==> config.mk <==
export PLATFORM = sky130hd
export DESIGN_NAME = wtp_predictor
export DESIGN_NICKNAME = d
export VERILOG_FILES = /design/src/rtl/wtp_pkg.sv /design/src/rtl/wtp_tracker.sv /design/src/rtl/wtp_window_timer.sv /design/src/rtl/wtp_estimator.sv /design/src/rtl/wtp_predictor.sv
export SDC_FILE = /design/constraint.sdc
export NUM_CORES = 1
export LEC_CHECK = 0
export ABC_AREA = 1
export ABC_CLOCK_PERIOD_IN_PS = 7900
export BUFFER_PORTS_ARGS = -buffer_cell sky130_fd_sc_hd__buf_2
export CAP_MARGIN = 30
export CORE_UTILIZATION = 30
export CTS_BUF_LIST = sky130_fd_sc_hd__clkbuf_2
export CTS_CLUSTER_SIZE = 12
export DETAILED_ROUTE_END_ITERATION = 6
export HOLD_SLACK_MARGIN = 0.06
export PLACE_DENSITY = 0.48
export SYNTH_ARGS = -nofsm -noshare
export SYNTH_HDL_FRONTEND = slang
export SYNTH_SLANG_ARGS = --single-unit
export TNS_END_PERCENT = 10
==> constraint.sdc <==
create_clock -name clk_i -period 7.9 [get_ports clk_i]
set_input_delay 0.395 -clock clk_i [delete_from_list [all_inputs] [get_ports clk_i]]
set_output_delay 0.395 -clock clk_i [all_outputs]
set_load 0.02 [all_outputs]
==> src/rtl/wtp_pkg.sv <==
package wtp_pkg;
  localparam int unsigned NBR = 4;

  function automatic int unsigned event_count(input logic [NBR-1:0] grant,
                                              input logic           accept);
    return int'($countones(grant)) + int'(accept);
  endfunction
endpackage

==> src/rtl/wtp_tracker.sv <==
module wtp_tracker #(
  parameter int unsigned CNT_W = 7,
  parameter int unsigned EV_W  = 3
) (
  input  logic             clk_i,
  input  logic             rst_ni,
  input  logic [EV_W-1:0]  ev_i,
  input  logic             expire_i,
  output logic [CNT_W-1:0] trk_o,
  output logic [CNT_W-1:0] total_o
);
  logic [CNT_W-1:0] trk_q;

  // total includes this cycle so the closing cycle of a window is counted
  assign total_o = trk_q + CNT_W'(ev_i);
  assign trk_o   = trk_q;

  always_ff @(posedge clk_i or negedge rst_ni) begin
    if (!rst_ni)       trk_q <= '0;
    else if (expire_i) trk_q <= '0;
    else               trk_q <= total_o;
  end
endmodule

==> src/rtl/wtp_window_timer.sv <==
module wtp_window_timer #(
  parameter int unsigned WINDOW = 16,
  parameter int unsigned WD_W   = 4
) (
  input  logic            clk_i,
  input  logic            rst_ni,
  output logic [WD_W-1:0] wd_o,
  output logic            expire_o
);
  localparam logic [WD_W-1:0] RELOAD = WD_W'(WINDOW - 1);

  logic [WD_W-1:0] wd_q;

  assign expire_o = (wd_q == '0);
  assign wd_o     = wd_q;

  always_ff @(posedge clk_i or negedge rst_ni) begin
    if (!rst_ni)       wd_q <= RELOAD;
    else if (expire_o) wd_q <= RELOAD;
    else               wd_q <= wd_q - 1'b1;
  end
endmodule

==> src/rtl/wtp_estimator.sv <==
module wtp_estimator #(
  parameter int unsigned TEMP_W   = 8,
  parameter int unsigned CNT_W    = 7,
  parameter int unsigned AMBIENT  = 25,
  parameter int unsigned TEMP_MAX = 120,
  parameter int unsigned STEP_UP  = 1,
  parameter int unsigned STEP_DN  = 2
) (
  input  logic              clk_i,
  input  logic              rst_ni,
  input  logic              expire_i,
  input  logic [CNT_W-1:0]  total_i,
  output logic [TEMP_W-1:0] temp_o
);
  localparam int unsigned SUM_W = TEMP_W + CNT_W + 8;

  logic [TEMP_W-1:0] temp_q, temp_d;
  logic [SUM_W-1:0]  heat;

  always_comb begin
    heat   = SUM_W'(temp_q) + SUM_W'(total_i) * SUM_W'(STEP_UP);
    temp_d = temp_q;
    if (expire_i) begin
      if (total_i != '0)
        temp_d = (heat > SUM_W'(TEMP_MAX)) ? TEMP_W'(TEMP_MAX) : TEMP_W'(heat);
      else if (SUM_W'(temp_q) >= SUM_W'(AMBIENT) + SUM_W'(STEP_DN))
        temp_d = temp_q - TEMP_W'(STEP_DN);
      else
        temp_d = TEMP_W'(AMBIENT);
    end
  end

  assign temp_o = temp_q;

  always_ff @(posedge clk_i or negedge rst_ni) begin
    if (!rst_ni) temp_q <= TEMP_W'(AMBIENT);
    else         temp_q <= temp_d;
  end
endmodule

==> src/rtl/wtp_predictor.sv <==
module wtp_predictor
  import wtp_pkg::*;
#(
  parameter int unsigned TEMP_W   = 8,
  parameter int unsigned WINDOW   = 16,
  parameter int unsigned AMBIENT  = 25,
  parameter int unsigned TEMP_MAX = 120,
  parameter int unsigned STEP_UP  = 1,
  parameter int unsigned STEP_DN  = 2
) (
  input  logic              clk_i,
  input  logic              rst_ni,
  input  logic [NBR-1:0]    nbr_grant_i,
  input  logic              main_accept_i,
  output logic [TEMP_W-1:0] temp_o
);
  localparam int unsigned EV_MAX = NBR + 1;
  localparam int unsigned EV_W   = $clog2(EV_MAX + 1);
  localparam int unsigned CNT_W  = $clog2(EV_MAX * WINDOW + 1);
  localparam int unsigned WD_W   = (WINDOW > 1) ? $clog2(WINDOW) : 1;

  logic [EV_W-1:0]  ev_cnt;
  logic [CNT_W-1:0] trk_q, trk_total;
  logic [WD_W-1:0]  wd_cnt;
  logic             expire;

  assign ev_cnt = EV_W'(event_count(nbr_grant_i, main_accept_i));

  wtp_window_timer #(.WINDOW(WINDOW), .WD_W(WD_W)) u_timer (
    .clk_i    (clk_i),
    .rst_ni   (rst_ni),
    .wd_o     (wd_cnt),
    .expire_o (expire)
  );

  wtp_tracker #(.CNT_W(CNT_W), .EV_W(EV_W)) u_tracker (
    .clk_i    (clk_i),
    .rst_ni   (rst_ni),
    .ev_i     (ev_cnt),
    .expire_i (expire),
    .trk_o    (trk_q),
    .total_o  (trk_total)
  );

  wtp_estimator #(
    .TEMP_W(TEMP_W), .CNT_W(CNT_W), .AMBIENT(AMBIENT),
    .TEMP_MAX(TEMP_MAX), .STEP_UP(STEP_UP), .STEP_DN(STEP_DN)
  ) u_est (
    .clk_i    (clk_i),
    .rst_ni   (rst_ni),
    .expire_i (expire),
    .total_i  (trk_total),
    .temp_o   (temp_o)
  );
endmodule

==> results of run 1 <==
## where the power goes
group          switching [W]  internal [W]
sequential         0.0000295      0.000116
clock              0.0000362     0.0000118
combinational       0.000159     0.0000972
## cells by family after synthesis
logic type	after synthesis	synth area share, %
AND/OR/NAND/NOR	152	39.20
flip-flops	19	28.04
AO/OA/AOI/OAI	18	6.957
adder cells (fa/ha/maj)	17	14.06
buffers and inverters	47	10.22
XOR/XNOR	3	1.522
## routing by layer
layer  vias up  GRT usage (%)  wire length (um)
met2        13          26.19              1864
met4         0          2.830                15
li1        843              -                 -
met3         2          1.529                72
met1       678          19.87              1960
met5         -              0                 0
## registers in the layout, summed over array words and instances, names as in the netlist
signal	flops
u_est.temp_o	8
u_tracker.trk_o	7
u_timer.wd_o	4
## stage by stage
step | util [%] | setup slack, ns | hold slack (ns) | total power (W) | instance area (um2)
3_5_place_dp | 33.99 | 3.665 | 0.3794 | 0.0004040 | 1883
4_1_cts | 34.58 | 4.065 | 0.4892 | 0.0004560 | 1916
6_report | 34.58 | 4.056 | 0.4848 | 0.0004500 | 1916
5_1_grt | 34.58 | 3.681 | 0.4969 | 0.0004999 | 1916
2_1_floorplan | - | 4.114 | 0.09941 | 0.0003359 | 1727
3_3_place_gp | 33.99 | 3.755 | 0.3842 | 0.0004050 | 1883
## worst max-delay path, delay by kind of cell
family                     cells  cell delay [ns]
AOI/OAI and AO/OA              1             0.16
and+or+nand+nor               15             1.26
adders and majority gates      5             1.83
buffers and inverters          6             0.45
## layout make-up
type	instances	share of cell area (%)
Timing Repair Buffer	15	4.180
Multi-Input combinational cell	190	55.65
Inverter	46	9.014
Sequential cell	19	25.28
Clock inverter	1	0.3919
Tap cell	72	4.703
Clock buffer	3	0.7838
## layout by cell type (no fill, tap or decap), types with 3 or more instances in the layout
cell      netlist  routed
a21oi_1         6       6
fa_1            4       4
nand3b_1        3       3
nand2_1        81      81
nand2_2         6       6
o21ai_1         4       4
nand3_1        26      26
a21oi_2         3       3
inv_2           3       3
nand4_1         5       5
ha_1           13      13
buf_2           0      14
clkbuf_2        0       3
dfrtp_1        12      12
inv_1          43      43
dfstp_2         7       7
nor2_1         22      22
## worst min-delay path by stage
stage | to | cells past startpoint
3_3_place_gp | u_est.temp_o[1] | 1
3_5_place_dp | u_est.temp_o[2] | 1
4_1_cts | u_timer.wd_o[0] | 1
6_report | u_timer.wd_o[0] | 1
5_1_grt | u_tracker.trk_o[0] | 4
2_1_floorplan | u_est.temp_o[1] | 0
==> load_flow_metrics.sql, run 1 <==
INSERT INTO impl_metrics (metric_group, metric, value, unit) VALUES
('synthesis', 'postSynthAreaPerCell', '6.745', 'um2'),
('sta', 'fin_worst_skew', '0.002133', 'ns'),
('power_and_ir_drop', 'power_density', '234.9', 'mW/mm2'),
('hold_path', 'min_path_type', 'reg -> reg', ''),
('routing', 'vias', '1536', ''),
('sta', 'slew-limit-headroom', '67.39', '%'),
('placement', 'place_inst', '341', ''),
('cells_and_area', 'area_of_the_multi_input_gates', '0.001066', 'mm2'),
('sta', 'grt_setup_unrepaired', 'no', ''),
('setup_path', 'reg2reg_from', 'u_tracker.trk_o[0]', ''),
('synthesis', 'async_reset_ff_share', '100.0', '%'),
('placement', 'number_of_buffers_inserted_by_port_buffering', '14', ''),
('cells_and_area', 'fillers', '625', ''),
('clocking', 'numCtsBuffers', '3', ''),
('synthesis', 'synth_seq_cells', '19', ''),
('setup_path', 'cpMaxStageDelayCell', 'fa_1', ''),
('clocking', 'cts.htree.levels', '1', ''),
('synthesis', 'synth_warnings', '0', ''),
('routing', 'route.detailed.vias_per_inst', '4.439', ''),
('synthesis', 'syn-num-nets', '280', ''),
('setup_path', 'critical_path_arrival', '4.10', 'ns'),
('grt', 'grt_pass1_wl', '7251', 'um'),
('setup_path', 'reg2reg_setup_slack', '4.33', 'ns'),
('cells_and_area', 'drive_gt1_share', '16.06', '%'),
('synthesis', 'syn_inst', '256', ''),
('synthesis', 'most_area_consuming_cells_after_synthesis', 'nand2_1 18%, dfrtp_1 17%, dfstp_2 11%', ''),
('floorplanning', 'core_region_area', '0.005540', 'mm2'),
('floorplanning', 'std_cell_rows', '27', ''),
('setup_path', 'path_max_fanout', '7', ''),
('sta', 'timing.fmax', '260.2', 'MHz'),
('power_and_ir_drop', 'power.static_leakage', '1.098', 'nW'),
('floorplanning', 'top_level_ports', '15', ''),
('synthesis', 'synth_top_area_share', '17.61', '%'),
('outcome', 'status', 'completed', ''),
('placement', 'hpwl', '3128', 'um'),
('sta', 'fin_tns_setup', '0', 'ns'),
('routing', 'detail_route.wl_per_cell', '11.31', 'um'),
('setup_path', 'worstPathRequired', '8.16', 'ns'),
('power_and_ir_drop', 'worst_ir_drop_vdd', '0.00009962', 'V'),
('routing', 'routed_wl', '3912', 'um'),
('setup_path', 'r2r.worst_path.cells', '25', ''),
('cells_and_area', 'flow.area_growth_from_synthesis', '10.94', '%'),
('synthesis', 'netlist-cell-type-count', '29', ''),
('clocking', 'post-cts-setup-buffers', '0', ''),
('grt', 'global_route.overflow_total', '0', ''),
('synthesis', 'synth-main-ff-cell', 'dfrtp_1', ''),
('setup_path', 'critical_path.startpoint_type', 'primary input', ''),
('routing', 'first_pass_iters', '4', ''),
('setup_path', 'timing.rr.end', 'u_est.temp_o[5]', ''),
('floorplanning', 'initial_core_utilization', '31.17', '%'),
('cells_and_area', 'num_antenna_cells', '0', ''),
('cells_and_area', 'nNetsFinal', '299', ''),
('grt', 'grt_antenna_before_repair', '0', ''),
('routing', 'drtIter0Drc', '27', ''),
('placement', 'gp_routability_congestion', '0.7906', ''),
('clocking', 'tritoncts', 'yes', ''),
('synthesis', 'post_synthesis_cell_type_with_the_largest_combined_area', 'nand2_1', ''),
('sta', 'final_hold_fails', '0', ''),
('setup_path', 'critical_path.startpoint', 'nbr_grant_i[0]', ''),
('sta', 'final_setup_viols', '0', ''),
('clocking', 'cts.sinks', '19', ''),
('floorplanning', 'die-area', '0.006063', 'mm2'),
('synthesis', 'synthesis.area', '0.001727', 'mm2'),
('synthesis', 'synth.yosys.seq_area_share', '28.04', '%'),
('hold_path', 'hold_path_startpoint', 'u_timer.wd_o[0]', ''),
('cells_and_area', 'finish.cell_count_without_fillers', '346', ''),
('clocking', 'cts.reportedPaths.clkPinSlew', '0.22', 'ns'),
('clocking', 'cts_resized', '0', ''),
('cells_and_area', 'regArea', '484.2', 'um2'),
('sta', 'final_min_period_over_clock_period', '48.65', '%'),
('floorplanning', 'die_width', '77.87', 'um');
No activity file was read; power rests on OpenSTA's default activity.
==> run 2: changes to the inputs <==
ABC_AREA = 0   (was 1)
ABC_CLOCK_PERIOD_IN_PS = 3200   (was 7900)
PLACE_DENSITY = 0.5   (was 0.48)
clock period = 3.2 ns   (was 7.9 ns; I/O delays follow)
==> run 2 against run 1 <==
The flow now finishes with violations (setup timing). Critical path depth shrank 10. Sequential share of layout area decreased by 2.5 points. Combinational power grew to 3.5 times the previous value. Total power rose to 3.1 times the previous value. Clock power rose by 140%. Sequential power grew to 2.6 times the previous value. Worst hold slack lost 0.28 ns. Clock skew up 0.018 ns. Via count decreased by 6.8%. Critical endpoint is now u_est.temp_o[1]. Largest cell class unchanged. Largest power group unchanged.
==> load_flow_metrics.sql, run 2 <==
INSERT INTO impl_metrics (metric_group, metric, value, unit) VALUES
('synthesis', 'syn-num-nets', '188', ''),
('sta', 'postLayoutSetupSlackWorst', '-0.6384', 'ns'),
('power_and_ir_drop', 'power.static_leakage', '1.027', 'nW'),
('grt', 'grt_pass1_wl', '6693', 'um'),
('grt', 'track_usage', '16.52', '%'),
('synthesis', 'netlist-cell-type-count', '48', ''),
('sta', 'post-route-min-period', '3.838', 'ns'),
('grt', 'global_route.overflow_total', '0', ''),
('clocking', 'cts-root-to-sink-buffers', '2', ''),
('synthesis', 'most_area_consuming_cells_after_synthesis', 'dfrtp_1 20%, dfstp_2 12%, ha_1 11%', ''),
('cells_and_area', 'largest_register_ffs', '8', ''),
('power_and_ir_drop', 'report.power.total', '0.001410', 'W'),
('floorplanning', 'top_level_ports', '15', ''),
('setup_path', 'critical_path_arrival', '4.07', 'ns'),
('power_and_ir_drop', 'share_comb_of_total_power', '64.6', '%'),
('floorplanning', 'die_y', '72.63', 'um'),
('hold_path', 'hold_path_depth', '3', ''),
('synthesis', 'postSynthAreaPerCell', '9.125', 'um2'),
('setup_path', 'worstPathRequired', '3.44', 'ns'),
('sta', 'fin_tns_setup', '-3.045', 'ns'),
('run', 'max_cap_violations', '0', ''),
('cells_and_area', 'mostFrequentLayoutCells', '39 x buf_4, 14 x inv_1, 13 x buf_2', ''),
('cells_and_area', 'layout_commonest_cell', 'buf_4', ''),
('cells_and_area', 'regArea', '484.2', 'um2'),
('clocking', 'clk-insertion-delay-late', '0.34', 'ns'),
('cells_and_area', 'num_antenna_cells', '0', ''),
('outcome', 'status', 'finished with violations', ''),
('sta', 'timing_worst_slew_pin_value', '0.4419', 'ns'),
('hold_path', 'hold_path_startpoint', 'nbr_grant_i[2]', ''),
('sta', 'timing.fmax', '260.5', 'MHz'),
('routing', 'drtIter0Drc', '54', ''),
('synthesis', 'async_reset_ff_share', '100.0', '%'),
('placement', 'number_of_buffers_inserted_by_port_buffering', '14', ''),
('cells_and_area', 'finish.cell_count_without_fillers', '288', ''),
('routing', 'antenna_violating_nets_post_route', '0', ''),
('placement', 'hpwl', '3046', 'um'),
('setup_path', 'reg2reg_setup_slack', '-0.61', 'ns'),
('sta', 'final_setup_viols', '7', ''),
('synthesis', 'synth_enable_flop_cells', '0', ''),
('routing', 'detail_route.wl_per_cell', '13.98', 'um'),
('synthesis', 'synth-main-ff-cell', 'dfrtp_1', ''),
('sta', 'grt_setup_unrepaired', 'yes', ''),
('routing', 'route.detailed.vias_per_inst', '4.969', ''),
('synthesis', 'synth_top_area_share', '20.07', '%'),
('cells_and_area', 'drive_gt1_share', '45.25', '%'),
('setup_path', 'worst_setup_path_end_kind', 'flop', ''),
('floorplanning', 'std_cell_rows', '25', ''),
('clocking', 'clk_root_buffer_cell', 'clkbuf_2', ''),
('routing', 'first_pass_iters', '4', ''),
('floorplanning', 'core_region_area', '0.004755', 'mm2'),
('synthesis', 'post_synth_most_frequent_cells', '19 x inv_1, 14 x a21oi_1, 13 x ha_1', ''),
('power_and_ir_drop', 'switchingPower', '0.0006032', 'W'),
('power_and_ir_drop', 'sequential_cell_fraction_of_total_power', '27.1', '%'),
('synthesis', 'post_synthesis_cell_type_with_the_largest_combined_area', 'dfrtp_1', ''),
('power_and_ir_drop', 'power.internal', '0.0008066', 'W'),
('setup_path', 'critical_path.startpoint_type', 'primary input', ''),
('setup_path', 'reg2reg_from', 'u_tracker.trk_o[0]', ''),
('power_and_ir_drop', 'power_density', '663.2', 'mW/mm2'),
('cells_and_area', 'area_of_the_multi_input_gates', '0.001087', 'mm2'),
('sta', 'hold_slack', '0.2065', 'ns'),
('synthesis', 'synthesis.area', '0.001496', 'mm2'),
('hold_path', 'hold-path-endpoint', 'u_tracker.trk_o[0]', ''),
('clocking', 'cts.sinks', '19', ''),
('synthesis', 'syn_inst', '164', ''),
('cells_and_area', 'nNetsFinal', '246', ''),
('sta', 'final_min_period_over_clock_period', '120.0', '%'),
('cells_and_area', 'fillers', '469', ''),
('clocking', 'numCtsBuffers', '3', ''),
('clocking', 'cts.reportedPaths.clkPinSlew', '0.18', 'ns'),
('routing', 'remaining_drc_errors', '0', ''),
('outcome', 'failed_checks', 'setup timing', ''),
('clocking', 'cts.htree.levels', '1', ''),
('hold_path', 'min_path_type', 'in -> reg', ''),
('placement', 'place_inst', '278', ''),
('floorplanning', 'die-area', '0.005274', 'mm2'),
('synthesis', 'synth.yosys.seq_area_share', '32.36', '%'),
('routing', 'routed_wl', '4027', 'um'),
('power_and_ir_drop', 'clock_power_share', '8.3', '%'),
('grt', 'first_global_vias', '1501', ''),
('sta', 'slew_violations', '0', ''),
('clocking', 'tritoncts', 'yes', ''),
('power_and_ir_drop', 'switching_share', '42.79', '%'),
('setup_path', 'critical_path_class', 'in -> reg', ''),
('floorplanning', 'die_width', '72.63', 'um'),
('grt', 'largest_net_degree_at_the_start_of_global_routing', '20', ''),
('synthesis', 'synth_warnings', '0', ''),
('sta', 'final_hold_fails', '0', ''),
('sta', 'fin_worst_skew', '0.02027', 'ns'),
('grt', 'grt_antenna_before_repair', '0', ''),
('setup_path', 'path_max_fanout', '4', ''),
('cells_and_area', 'flow.area_growth_from_synthesis', '42.06', '%'),
('synthesis', 'synthMostInstantiatedCell', 'inv_1', ''),
('cells_and_area', 'finish.utilization', '44.71', '%'),
('sta', 'slew-limit-headroom', '70.54', '%'),
('routing', 'vias', '1431', ''),
('floorplanning', 'initial_core_utilization', '31.47', '%'),
('power_and_ir_drop', 'worst_ir_drop_vdd', '0.0003172', 'V'),
('setup_path', 'timing.rr.end', 'u_est.temp_o[1]', ''),
('placement', 'gp_routability_congestion', '0.8712', ''),
('synthesis', 'synth_seq_cells', '19', ''),
('setup_path', 'r2r.worst_path.cells', '16', '');
[run 2: per-layer routing]
layer	vias up	global-route usage, %	wire [um]
met1	700	20.52	1799
met4	0	6.100	100
met3	9	0.9669	59
li1	702	-	-
met2	20	30.11	2067
met5	-	0	0
[run 2: cell type report]
type                    instances  share of cell area, %
clock buffers                   4                 0.9417
inverters                      19                  3.355
multi-input cells             125                  51.15
flip-flops and latches         19                  22.78
well taps                      67                  3.943
repair buffers                 54                  17.83
[run 2: worst max-delay path by stage]
stage	start	slack [ns]	cells after the start	end
final	nbr_grant_i[3]	-0.64	17	u_est.temp_o[1]
after global routing	u_tracker.trk_o[0]	-0.73	16	u_est.temp_o[1]
after CTS	nbr_grant_i[3]	-0.80	18	u_est.temp_o[1]
after detailed placement	nbr_grant_i[0]	-1.17	18	u_est.temp_o[1]
after global placement	nbr_grant_i[0]	-1.13	18	u_est.temp_o[1]
after floorplan	nbr_grant_i[0]	-0.90	16	u_est.temp_o[1]
[run 2: per-stage QoR]
step           setup slack, ns  cell area (um2)
2_1_floorplan          -0.9009             1528
3_3_place_gp            -1.133             1933
3_5_place_dp            -1.168             1933
4_1_cts                -0.7978             2079
5_1_grt                -0.7261             2126
6_report               -0.6384             2126
[run 2: repair_timing]
item / in CTS / in global routing
endpoints found under the setup margin: 7 / 8
hold endpoints to repair: 12 / 0
hold buffers: 1 / 0
setup buffers: 4 / 1
resized for setup: 18 / 11
pin swaps: 14 / 12
[run 2: cells by family after synthesis]
kind of cell               share of synthesized area [%]
and+or+nand+nor                                    19.40
buffers and inverters                              5.017
muxes                                             0.7525
AOI/OAI and AO/OA                                  20.40
adders and majority gates                          16.22
xor gates and xnor gates                           5.853
DFF                                                32.36
[run 2: worst max-delay path: stages]
cell and delay (ns):
buf_6 0.09, fa_1 0.54, inv_2 0.04, fa_2 0.52, inv_2 0.04, ha_4 0.15, a21o_1 0.17, a21oi_2 0.21
xor2_2 0.21, inv_2 0.06, ha_4 0.30, nand3_4 0.07, and3_4 0.18, or4b_4 0.52, or4_4 0.42, and4_1 0.16
a211o_1 0.22
[run 2: power groups by stage]
stage / logic (W) / clock network (W) / registers [W]
after floorplan: 0.000402 / 0 / 0.000415
after global placement: 0.000759 / 0 / 0.000386
after detailed placement: 0.000772 / 0 / 0.000387
after CTS: 0.000866 / 0.000119 / 0.000385
after global routing: 0.000989 / 0.000128 / 0.000394
final: 0.000910 / 0.000117 / 0.000383
==> run 3: changes to the inputs <==
TNS_END_PERCENT = 30   (was 10)
==> run 3 against run 2 <==
The run still ends with setup timing left. Clock skew shrank 0.0091 ns. Design area shrank 1.5%. Worst setup slack lost 0.042 ns. Highest routed layer unchanged.
==> load_flow_metrics.sql, run 3 (synthesis results as in run 2) <==
INSERT INTO impl_metrics (metric_group, metric, value, unit) VALUES
('outcome', 'status', 'finished with violations', ''),
('outcome', 'failed_checks', 'setup timing', ''),
('sta', 'grt_setup_unrepaired', 'yes', ''),
('setup_path', 'critical_path_class', 'in -> reg', ''),
('clocking', 'tritoncts', 'yes', ''),
('clocking', 'clk_root_buffer_cell', 'clkbuf_2', ''),
('setup_path', 'critical_path.startpoint_type', 'primary input', ''),
('run', 'max_cap_violations', '0', ''),
('setup_path', 'cpMaxStageDelayCell', 'fa_1', ''),
('floorplanning', 'die-area', '0.005274', 'mm2'),
('placement', 'hpwl', '3124', 'um'),
('cells_and_area', 'drive_gt1_share', '44.70', '%'),
('clocking', 'cts.reportedPaths.clkPinSlew', '0.21', 'ns'),
('routing', 'vias', '1421', ''),
('sta', 'hold_slack', '0.1666', 'ns'),
('sta', 'timing_worst_slew_pin_value', '0.4439', 'ns'),
('floorplanning', 'initial_core_utilization', '31.47', '%'),
('hold_path', 'hold_path_startpoint', 'nbr_grant_i[2]', ''),
('grt', 'grt_pass1_wl', '6755', 'um'),
('routing', 'routed_wl', '4110', 'um'),
('grt', 'largest_net_degree_at_the_start_of_global_routing', '20', ''),
('power_and_ir_drop', 'power_density', '666.5', 'mW/mm2'),
('clocking', 'cts.htree.levels', '1', ''),
('sta', 'post-route-min-period', '3.881', 'ns'),
('sta', 'postLayoutSetupSlackWorst', '-0.6806', 'ns'),
('sta', 'fin_tns_setup', '-3.250', 'ns'),
('sta', 'fin_worst_skew', '0.01113', 'ns'),
('routing', 'route.detailed.vias_per_inst', '5.004', ''),
('setup_path', 'worstPathRequired', '3.46', 'ns'),
('sta', 'slew-limit-headroom', '70.40', '%'),
('setup_path', 'critical_path.startpoint', 'nbr_grant_i[0]', ''),
('sta', 'final_hold_fails', '0', ''),
('setup_path', 'critical_path_arrival', '4.14', 'ns'),
('routing', 'detail_route.wl_per_cell', '14.47', 'um'),
('floorplanning', 'die_width', '72.63', 'um'),
('grt', 'grt_antenna_before_repair', '0', ''),
('grt', 'track_usage', '16.74', '%'),
('cells_and_area', 'largest_register_ffs', '8', ''),
('placement', 'gp_routability_congestion', '0.7912', ''),
('cells_and_area', 'flow.area_growth_from_synthesis', '39.88', '%'),
('floorplanning', 'top_level_ports', '15', ''),
('routing', 'detail_route.wirelength.met1', '1844', 'um'),
('sta', 'final_setup_viols', '7', ''),
('routing', 'drtIter0Drc', '34', ''),
('floorplanning', 'core_region_area', '0.004755', 'mm2'),
('setup_path', 'reg2reg_from', 'u_tracker.trk_o[0]', ''),
('floorplanning', 'std_cell_rows', '25', ''),
('setup_path', 'worst_setup_path_end_kind', 'flop', ''),
('routing', 'remaining_drc_errors', '0', ''),
('clocking', 'clk-insertion-delay-late', '0.34', 'ns'),
('routing', 'antenna_violating_nets_post_route', '0', ''),
('cells_and_area', 'num_antenna_cells', '0', ''),
('hold_path', 'min_path_type', 'in -> reg', ''),
('grt', 'global_route.overflow_total', '0', ''),
('sta', 'final_min_period_over_clock_period', '121.3', '%'),
('placement', 'number_of_buffers_inserted_by_port_buffering', '14', ''),
('floorplanning', 'die_y', '72.63', 'um'),
('setup_path', 'critical_path.cell_chain', 'buf_2 -> fa_1 -> inv_1 -> fa_2 -> inv_2 -> ha_4 -> a21o_1 -> a21oi_2 -> xor2_2 -> inv_2 -> ha_4 -> nand3_2 -> and3_4 -> or4b_1 -> or4_4 -> and4_1 -> a211o_1', ''),
('clocking', 'cts.sinks', '19', ''),
('power_and_ir_drop', 'worst_ir_drop_vdd', '0.0003614', 'V'),
('routing', 'maxUsedRoutingLayer', 'met4', ''),
('clocking', 'numCtsBuffers', '3', ''),
('sta', 'slew_violations', '0', ''),
('grt', 'first_global_vias', '1487', ''),
('cells_and_area', 'finish.utilization', '44.03', '%'),
('setup_path', 'path_max_fanout', '4', ''),
('placement', 'dpl_cell_area', '0.001951', 'mm2'),
('sta', 'timing.fmax', '257.7', 'MHz'),
('cells_and_area', 'nNetsFinal', '242', ''),
('cells_and_area', 'mostFrequentLayoutCells', '35 x buf_4, 14 x buf_2, 13 x inv_1', ''),
('routing', 'met3_wirelength', '56', 'um'),
('cells_and_area', 'stdcell_area', '0.002093', 'mm2'),
('routing', 'wire_length_on_met2', '2125', 'um'),
('power_and_ir_drop', 'power.static_leakage', '0.9939', 'nW'),
('setup_path', 'worst_path_largest_cell_delay', '0.53', 'ns'),
('routing', 'first_pass_iters', '4', ''),
('cells_and_area', 'layout_commonest_cell', 'buf_4', ''),
('clocking', 'cts-root-to-sink-buffers', '2', '');
## run 3: worst max-delay path: cells and delay by family
kind / cells / cell delay, ns
xor+xnor: 1 / 0.21
fa+ha+maj: 4 / 1.50
compound gates: 3 / 0.69
buf+inv: 4 / 0.28
simple gates: 5 / 1.32
## run 3: layout make-up
type	count	area, um2
clock buffers	3	15.01
clock inverters	1	5.005
fillers	512	2661
inverters	19	71.32
multi-input cells	125	1091
flip-flops and latches	19	484.2
well taps	67	83.83
repair buffers	50	342.8
## run 3: power breakdown
part	switching, W	internal (W)	leakage (nW)	total (W)
registers	0.0000886	0.000297	0.233	0.000386
clock network	0.0000867	0.0000283	0.0164	0.000115
logic	0.000435	0.000459	0.745	0.000894
total	0.000611	0.000785	0.994	0.00140
## run 3: through the flow
step	setup WS [ns]	instances	total power [W]
2_1_floorplan	-0.8765	164	0.0008373
3_3_place_gp	-1.086	277	0.001165
3_5_place_dp	-1.186	277	0.001182
4_1_cts	-0.7324	283	0.001390
5_1_grt	-0.8259	284	0.001498
6_report	-0.6806	284	0.001395
## run 3: timing repair
item,in CTS,in global routing
gates resized for setup,19,1
buffers inserted,1,1
endpoints found under the setup margin,7,7
endpoints found under the hold margin,19,0
pin swaps,10,2
hold buffers,1,0
## run 3: final timing paths
| path | depth (start not counted) | endpoint | slack, ns |
|---|---|---|---|
| max | 17 | u_est.temp_o[1] | -0.68 |
| min | 3 | u_tracker.trk_o[0] | 0.17 |
| max reg2reg | 16 | u_est.temp_o[1] | -0.67 |
| min reg2reg | 1 | u_timer.wd_o[0] | 0.49 |
| max in group asynchronous | 2 | u_est.temp_o[3] | 2.61 |
| min in group asynchronous | 2 | u_tracker.trk_o[0] | 0.25 |
## run 3: routing by layer
metal | GRT usage (%) | vias up
li1 | - | 699
met1 | 21.08 | 696
met2 | 30.11 | 19
met3 | 0.8287 | 7
met4 | 6.536 | 0
met5 | 0 | -
